===== config.mk =====
export PLATFORM = sky130hd
export DESIGN_NAME = ftq_pf_shim
export DESIGN_NICKNAME = d
export VERILOG_FILES = /design/src/rtl/ftq_pf_pkg.sv /design/src/rtl/ftq_pf_line_addr.sv /design/src/rtl/ftq_pf_conf_enc.sv /design/src/rtl/ftq_pf_out_reg.sv /design/src/rtl/ftq_pf_shim.sv
export SDC_FILE = /design/constraint.sdc
export NUM_CORES = 1
export LEC_CHECK = 0
export ABC_CLOCK_PERIOD_IN_PS = 2500
export CORE_MARGIN = 3
export CORE_UTILIZATION = 34
export CTS_CLUSTER_SIZE = 16
export DETAILED_ROUTE_END_ITERATION = 7
export MAX_ROUTING_LAYER = met4
export PLACE_DENSITY_LB_ADDON = 0.08
export REMOVE_ABC_BUFFERS = 1
export SLEW_MARGIN = 20
export SYNTH_ARGS = -nofsm -noshare
export SYNTH_HDL_FRONTEND = slang
export SYNTH_SLANG_ARGS = --single-unit

===== constraint.sdc =====
create_clock -name clk -period 2.5 [get_ports clk]
set_input_delay 0.5 -clock clk [delete_from_list [all_inputs] [get_ports clk]]
set_output_delay 0.5 -clock clk [all_outputs]
set_load 0.01 [all_outputs]

===== src/rtl/ftq_pf_pkg.sv =====
package ftq_pf_pkg;

  typedef enum logic [1:0] {
    BK_NONE = 2'b00,
    BK_COND = 2'b01,
    BK_CALL = 2'b10,
    BK_RET  = 2'b11
  } br_kind_e;

  localparam int unsigned DEF_VA_W     = 39;
  localparam int unsigned DEF_LINE_W   = 40;
  localparam int unsigned DEF_LINE_OFF = 6;
  localparam int unsigned DEF_CONF_W   = 3;

endpackage


===== src/rtl/ftq_pf_line_addr.sv =====
module ftq_pf_line_addr #(
  parameter int unsigned VA_W     = 39,
  parameter int unsigned LINE_OFF = 6,
  parameter int unsigned LINE_W   = 40
) (
  input  logic [VA_W-1:0]   pc_i,
  output logic [LINE_W-1:0] line_o
);
  localparam int unsigned KEEP_W = VA_W - LINE_OFF;

  generate
    if (LINE_W > KEEP_W) begin : g_zext
      assign line_o = {{(LINE_W-KEEP_W){1'b0}}, pc_i[VA_W-1:LINE_OFF]};
    end else begin : g_trunc
      assign line_o = pc_i[LINE_OFF+LINE_W-1:LINE_OFF];
    end
  endgenerate
endmodule


===== src/rtl/ftq_pf_conf_enc.sv =====
module ftq_pf_conf_enc
  import ftq_pf_pkg::*;
#(
  parameter int unsigned CONF_W = 3
) (
  input  br_kind_e          kind_i,
  output logic [CONF_W-1:0] conf_o
);
  always_comb begin
    unique case (kind_i)
      BK_COND: conf_o = CONF_W'(4);
      BK_CALL: conf_o = CONF_W'(5);
      BK_RET:  conf_o = CONF_W'(6);
      default: conf_o = '0;
    endcase
  end
endmodule


===== src/rtl/ftq_pf_out_reg.sv =====
module ftq_pf_out_reg #(
  parameter int unsigned W = 82
) (
  input  logic         clk,
  input  logic         rst,
  input  logic         flush_i,
  input  logic         load_i,
  input  logic [W-1:0] data_i,
  output logic         valid_o,
  output logic [W-1:0] data_o
);
  logic         valid_q;
  logic [W-1:0] data_q;

  always_ff @(posedge clk) begin
    if (rst) valid_q <= 1'b0;
    else     valid_q <= load_i & ~flush_i;
  end

  always_ff @(posedge clk) begin
    if (load_i && !flush_i) data_q <= data_i;
  end

  assign valid_o = valid_q;
  assign data_o  = data_q;

  a_r1_reset_clears: assert property (@(posedge clk) rst |=> !valid_o);
  a_r7_flush_wins: assert property (@(posedge clk) disable iff (rst)
    flush_i |=> !valid_o);
  a_r5_hold_payload: assert property (@(posedge clk) disable iff (rst)
    (load_i && !flush_i) |=> (valid_o && data_o == $past(data_i)));
endmodule


===== src/rtl/ftq_pf_shim.sv =====
module ftq_pf_shim
  import ftq_pf_pkg::*;
#(
  parameter int unsigned VA_W     = DEF_VA_W,
  parameter int unsigned LINE_W   = DEF_LINE_W,
  parameter int unsigned LINE_OFF = DEF_LINE_OFF,
  parameter int unsigned CONF_W   = DEF_CONF_W
) (
  input  logic              clk,
  input  logic              rst,
  input  logic              ent_valid_i,
  input  logic [VA_W-1:0]   ent_pc_i,
  input  logic [1:0]        ent_kind_i,
  input  logic              ent_taken_i,
  input  logic [VA_W-1:0]   ent_target_i,
  input  logic              flush_i,
  output logic              pf_valid_o,
  output logic [LINE_W-1:0] pf_line_o,
  output logic [CONF_W-1:0] pf_conf_o,
  output logic [VA_W-1:0]   pf_target_o
);
  localparam int unsigned PKT_W = LINE_W + CONF_W + VA_W;

  logic [LINE_W-1:0] line_d;
  logic [CONF_W-1:0] conf_d;
  logic [PKT_W-1:0]  pkt_d, pkt_q;
  logic              fire;

  ftq_pf_line_addr #(.VA_W(VA_W), .LINE_OFF(LINE_OFF), .LINE_W(LINE_W)) u_line (
    .pc_i   (ent_pc_i),
    .line_o (line_d)
  );

  ftq_pf_conf_enc #(.CONF_W(CONF_W)) u_conf (
    .kind_i (br_kind_e'(ent_kind_i)),
    .conf_o (conf_d)
  );

  assign fire  = ent_valid_i & ent_taken_i;
  assign pkt_d = {line_d, conf_d, ent_target_i};

  ftq_pf_out_reg #(.W(PKT_W)) u_oreg (
    .clk     (clk),
    .rst     (rst),
    .flush_i (flush_i),
    .load_i  (fire),
    .data_i  (pkt_d),
    .valid_o (pf_valid_o),
    .data_o  (pkt_q)
  );

  assign pf_line_o   = pkt_q[PKT_W-1 -: LINE_W];
  assign pf_conf_o   = pkt_q[VA_W +: CONF_W];
  assign pf_target_o = pkt_q[VA_W-1:0];

  a_r6_no_taken_no_req: assert property (@(posedge clk) disable iff (rst)
    !(ent_valid_i && ent_taken_i) |=> !pf_valid_o);
  a_r2_line_from_pc: assert property (@(posedge clk) disable iff (rst)
    (ent_valid_i && ent_taken_i && !flush_i) |=>
      (pf_line_o[LINE_W-1:VA_W-LINE_OFF] == '0 &&
       pf_line_o[VA_W-LINE_OFF-1:0] == $past(ent_pc_i[VA_W-1:LINE_OFF])));
  a_r3_conf_legal: assert property (@(posedge clk) disable iff (rst)
    pf_valid_o |-> (pf_conf_o == 0 || pf_conf_o == 4 || pf_conf_o == 5 || pf_conf_o == 6));
  a_r4_target_kept: assert property (@(posedge clk) disable iff (rst)
    (ent_valid_i && ent_taken_i && !flush_i) |=> pf_target_o == $past(ent_target_i));
endmodule


# Word-level counts from Yosys, hierarchy flattened
# Cells that the tools add are included.
# word_totals
out_inout_bits,83
elab_cells,11
input_bits,85
regBits,76
# classes
bitwise_logic,3
n_reduce_logical,2
n_mux,1
eq_ne,3
# ops
operator,count
3-bit case mux with 3 select lines,1
2-bit equality test (second input constant),2
1-bit bitwise AND,2
2-bit by 1-bit equality test with 1-bit output (second input constant),1
1-bit logical AND,1
1-bit logical NOT,1
1-bit NOT,1

# Longest topological paths before layout
# depth
depth_word,2
mapped_depth,1
mapped_depth_nobuf,1

# Cells and area by module
# A second synthesis with hierarchy kept.
# hier_totals
cells_unflattened,130
hier_area_um2,2834.0
# by_module_without_submodules
module,area_per_inst_um2,cells_each,instances,seq_area_each_um2
ftq_pf_out_reg,2501.1,85,1,2482.4
ftq_pf_line_addr,304.0,41,1,0.0
ftq_pf_conf_enc,22.5,3,1,0.0
ftq_pf_shim,6.3,1,1,0.0

# Least setup slack after synthesis
# No wires, ideal clock.
# synth_timing
path_type,input to register
start,in flush_i
end,"reg u_oreg.data_q[0] (netlist: u_oreg.data_o[0]), enable pin"
arrival_time_ps,1558
setup_ps,399
t_required_ps,2101
n_path_buf,0
path_slack_ps,542
cell_stages,1
cell_sequence,and3b_2
# synth_between
elab_chain_cells,2
# synth_rtl
item,line_no,text
"start, declared",ftq_pf_shim.sv:16,"input logic flush_i,"
1-bit logical NOT,ftq_pf_out_reg.sv:21,if (load_i && !flush_i) data_q <= data_i;
1-bit logical AND,ftq_pf_out_reg.sv:21,
"end signal, assigned",ftq_pf_out_reg.sv:21,
"end, declared",ftq_pf_out_reg.sv:13,logic [W-1:0] data_q;
# No other way between the ends.
# A chain may end at the register's enable or synchronous reset.

# Final worst setup path
# layout_timing
start,reg u_oreg.data_q[20] (netlist: u_oreg.data_o[20])
end,out pf_target_o[20]
# layout_lines
item,line_no,text
"end, declared",ftq_pf_shim.sv:20,output logic [VA_W-1:0] pf_target_o
# No word-level cell between the ends.

==> flow_summary.ini <==
[finish]
final_common_cell = clkdlybuf4s50_1
nNetsFinal = 340
seq_area_mm2 = 0.00227
multi_input_area_um2 = 70.1
fillers = 496
antenna-diode-count = 0
mostFrequentLayoutCells = clkdlybuf4s50_1 (154), edfxtp_1 (75), clkbuf_8 (9)
areaGrowthSynthToFinish_pct = 81.2
drive_above_1_share = 0.0695

[logic_synthesis]
synth_largest_area_cell = edfxtp_1
syn_avg_cell_area_um2 = 26.6
synth_seq_cells = 76
synthesis.area_mm2 = 0.00237
synth.top_cell.area_share = 0.950
ys_types = 9
syn_inst = 89
synthTopCellsByArea = edfxtp_1 (95%), buf_4 (2.2%), dfxtp_1 (0.84%), and4bb_2 (0.53%), and3b_2 (0.42%)
yosys_warnings = 0
synth-seq-area-share = 0.959

[worst_setup_path]
cpPeakStageDelay_ns = 0.55
start_kind = flip-flop
crit_arrival_ns = 1.21
cp_data_required_time_ns = 2.00
critPathCaptureType = output pin
critPathKind = reg2out
path_max_fanout = 1
cp_top_family = buffers and inverters
crit_slowest_cell = clkdlybuf4s50_1
path_depth = 1
cp_cell_sequence = clkdlybuf4s50_1
worst-path-buf-inv = 1

[place]
dp_slack_ns = 0.683
io_buffers = 154
gp_congestion = 0.706

[min_path]
whs_path_depth = 1
worstHoldPathType = in2reg

[detailed_routing]
firstDrtPassIters = 2
num_vias = 1433
drtIter0Drc = 43
via_per_inst = 4.07
drtAntennaViolNets = 0
drt_wl_total_um = 5030
wl_per_cell_um = 14.3
route.detailed.drc = 0

[clock_tree]
cts_tree = yes
htree_levels = 3
clk_root_buffer_cell = clkbuf_8
postCtsHoldBufs = 0
cts_setup_buffers = 0
cts_resized = 0
numCtsBuffers = 9
cts_sinks = 76
clk_pin_slew_ns = 0.08
cts_buffer_depth = 2

[flow_run]
cap_violations = 0

[pwr]
power_density_mw_per_mm2 = 684
peakVddDrop_v = 0.000347
leakage_nw = 1.48

[sta]
clock.fmax_mhz = 585
hold_violations = 0
fin_tns_setup_ns = 0
slew_viol_final = 0
fin_crit_sh = 0.684
setup_slack_ns = 0.789
rsz0062_at_grt = no
period_needed_ns = 1.71
setup_viol = 0

[grt]
overflow = 0
antenna_found_initial = 0
grt_max_degree = 40
grt_pass1_wl_um = 7180
grt.total_usage = 0.131
grt_pass1_vias = 1446

[outcome]
status = finished, final reports clean

[floorplanning]
start_util = 0.361
num_io_pins = 168
core_mm2 = 0.00657
fp.dieW_um = 89.5
die_h_um = 89.5
rows = 29
die-area_mm2 = 0.00801
[power by group]
group	switching, mW	internal, mW
Sequential	0.0136	1.47
Clock	0.408	0.758
Combinational	0.0909	0.203
Total	0.512	2.43
[synth_stat cells]
library cell and count:
buf_4 7, or2_1 1, and4bb_2 1, conb_1 1, nor2b_1 1, and2_1 1
and3b_2 1, dfxtp_1 1, edfxtp_1 75
[layer usage]
layer,track usage,vias up,share of wire
li1,-,665,-
met2,0.199,108,0.48
met5,-,-,0
met3,0.0562,9,0.13
met4,0.0758,0,0.018
met1,0.144,651,0.38
[through the flow]
step                       util  std cells  area (um2)  hold WS (ns)  power (mW)
after floorplan               -         88        2340         0.599        1.56
after global placement    0.615        337        4040          1.05        1.80
after detailed placement  0.615        337        4040          1.06        1.80
after CTS                 0.654        352        4290         0.695        2.98
after global routing      0.654        352        4290         0.693        3.05
final                     0.654        352        4290         0.719        2.94
[worst paths after layout]
path	startpoint	endpoint
worst min-delay path	ent_pc_i[12]	u_oreg.data_o[48]
worst max-delay path	u_oreg.data_o[20]	pf_target_o[20]
[logic make-up (layout without fill, tap and decap cells)]
group,after synthesis,after routing,share of synthesized area
other cells,1,7,0.00158
simple gates,5,5,0.0174
flops,76,76,0.959
buf+inv,7,171,0.0222
[layout make-up]
class                           count  area share
Sequential cell                    76       0.529
Tap cell                           93      0.0271
Clock buffer                       10      0.0297
Timing Repair Buffer              156       0.368
Multi-Input combinational cell     12      0.0163
Clock inverter                      5      0.0291
[registers in the layout, summed over array words and instances (netlist names)]
signal / count
u_oreg.data_o: 75
u_oreg.valid_o: 1
Note: power is estimated with default switching activity, not from simulation.
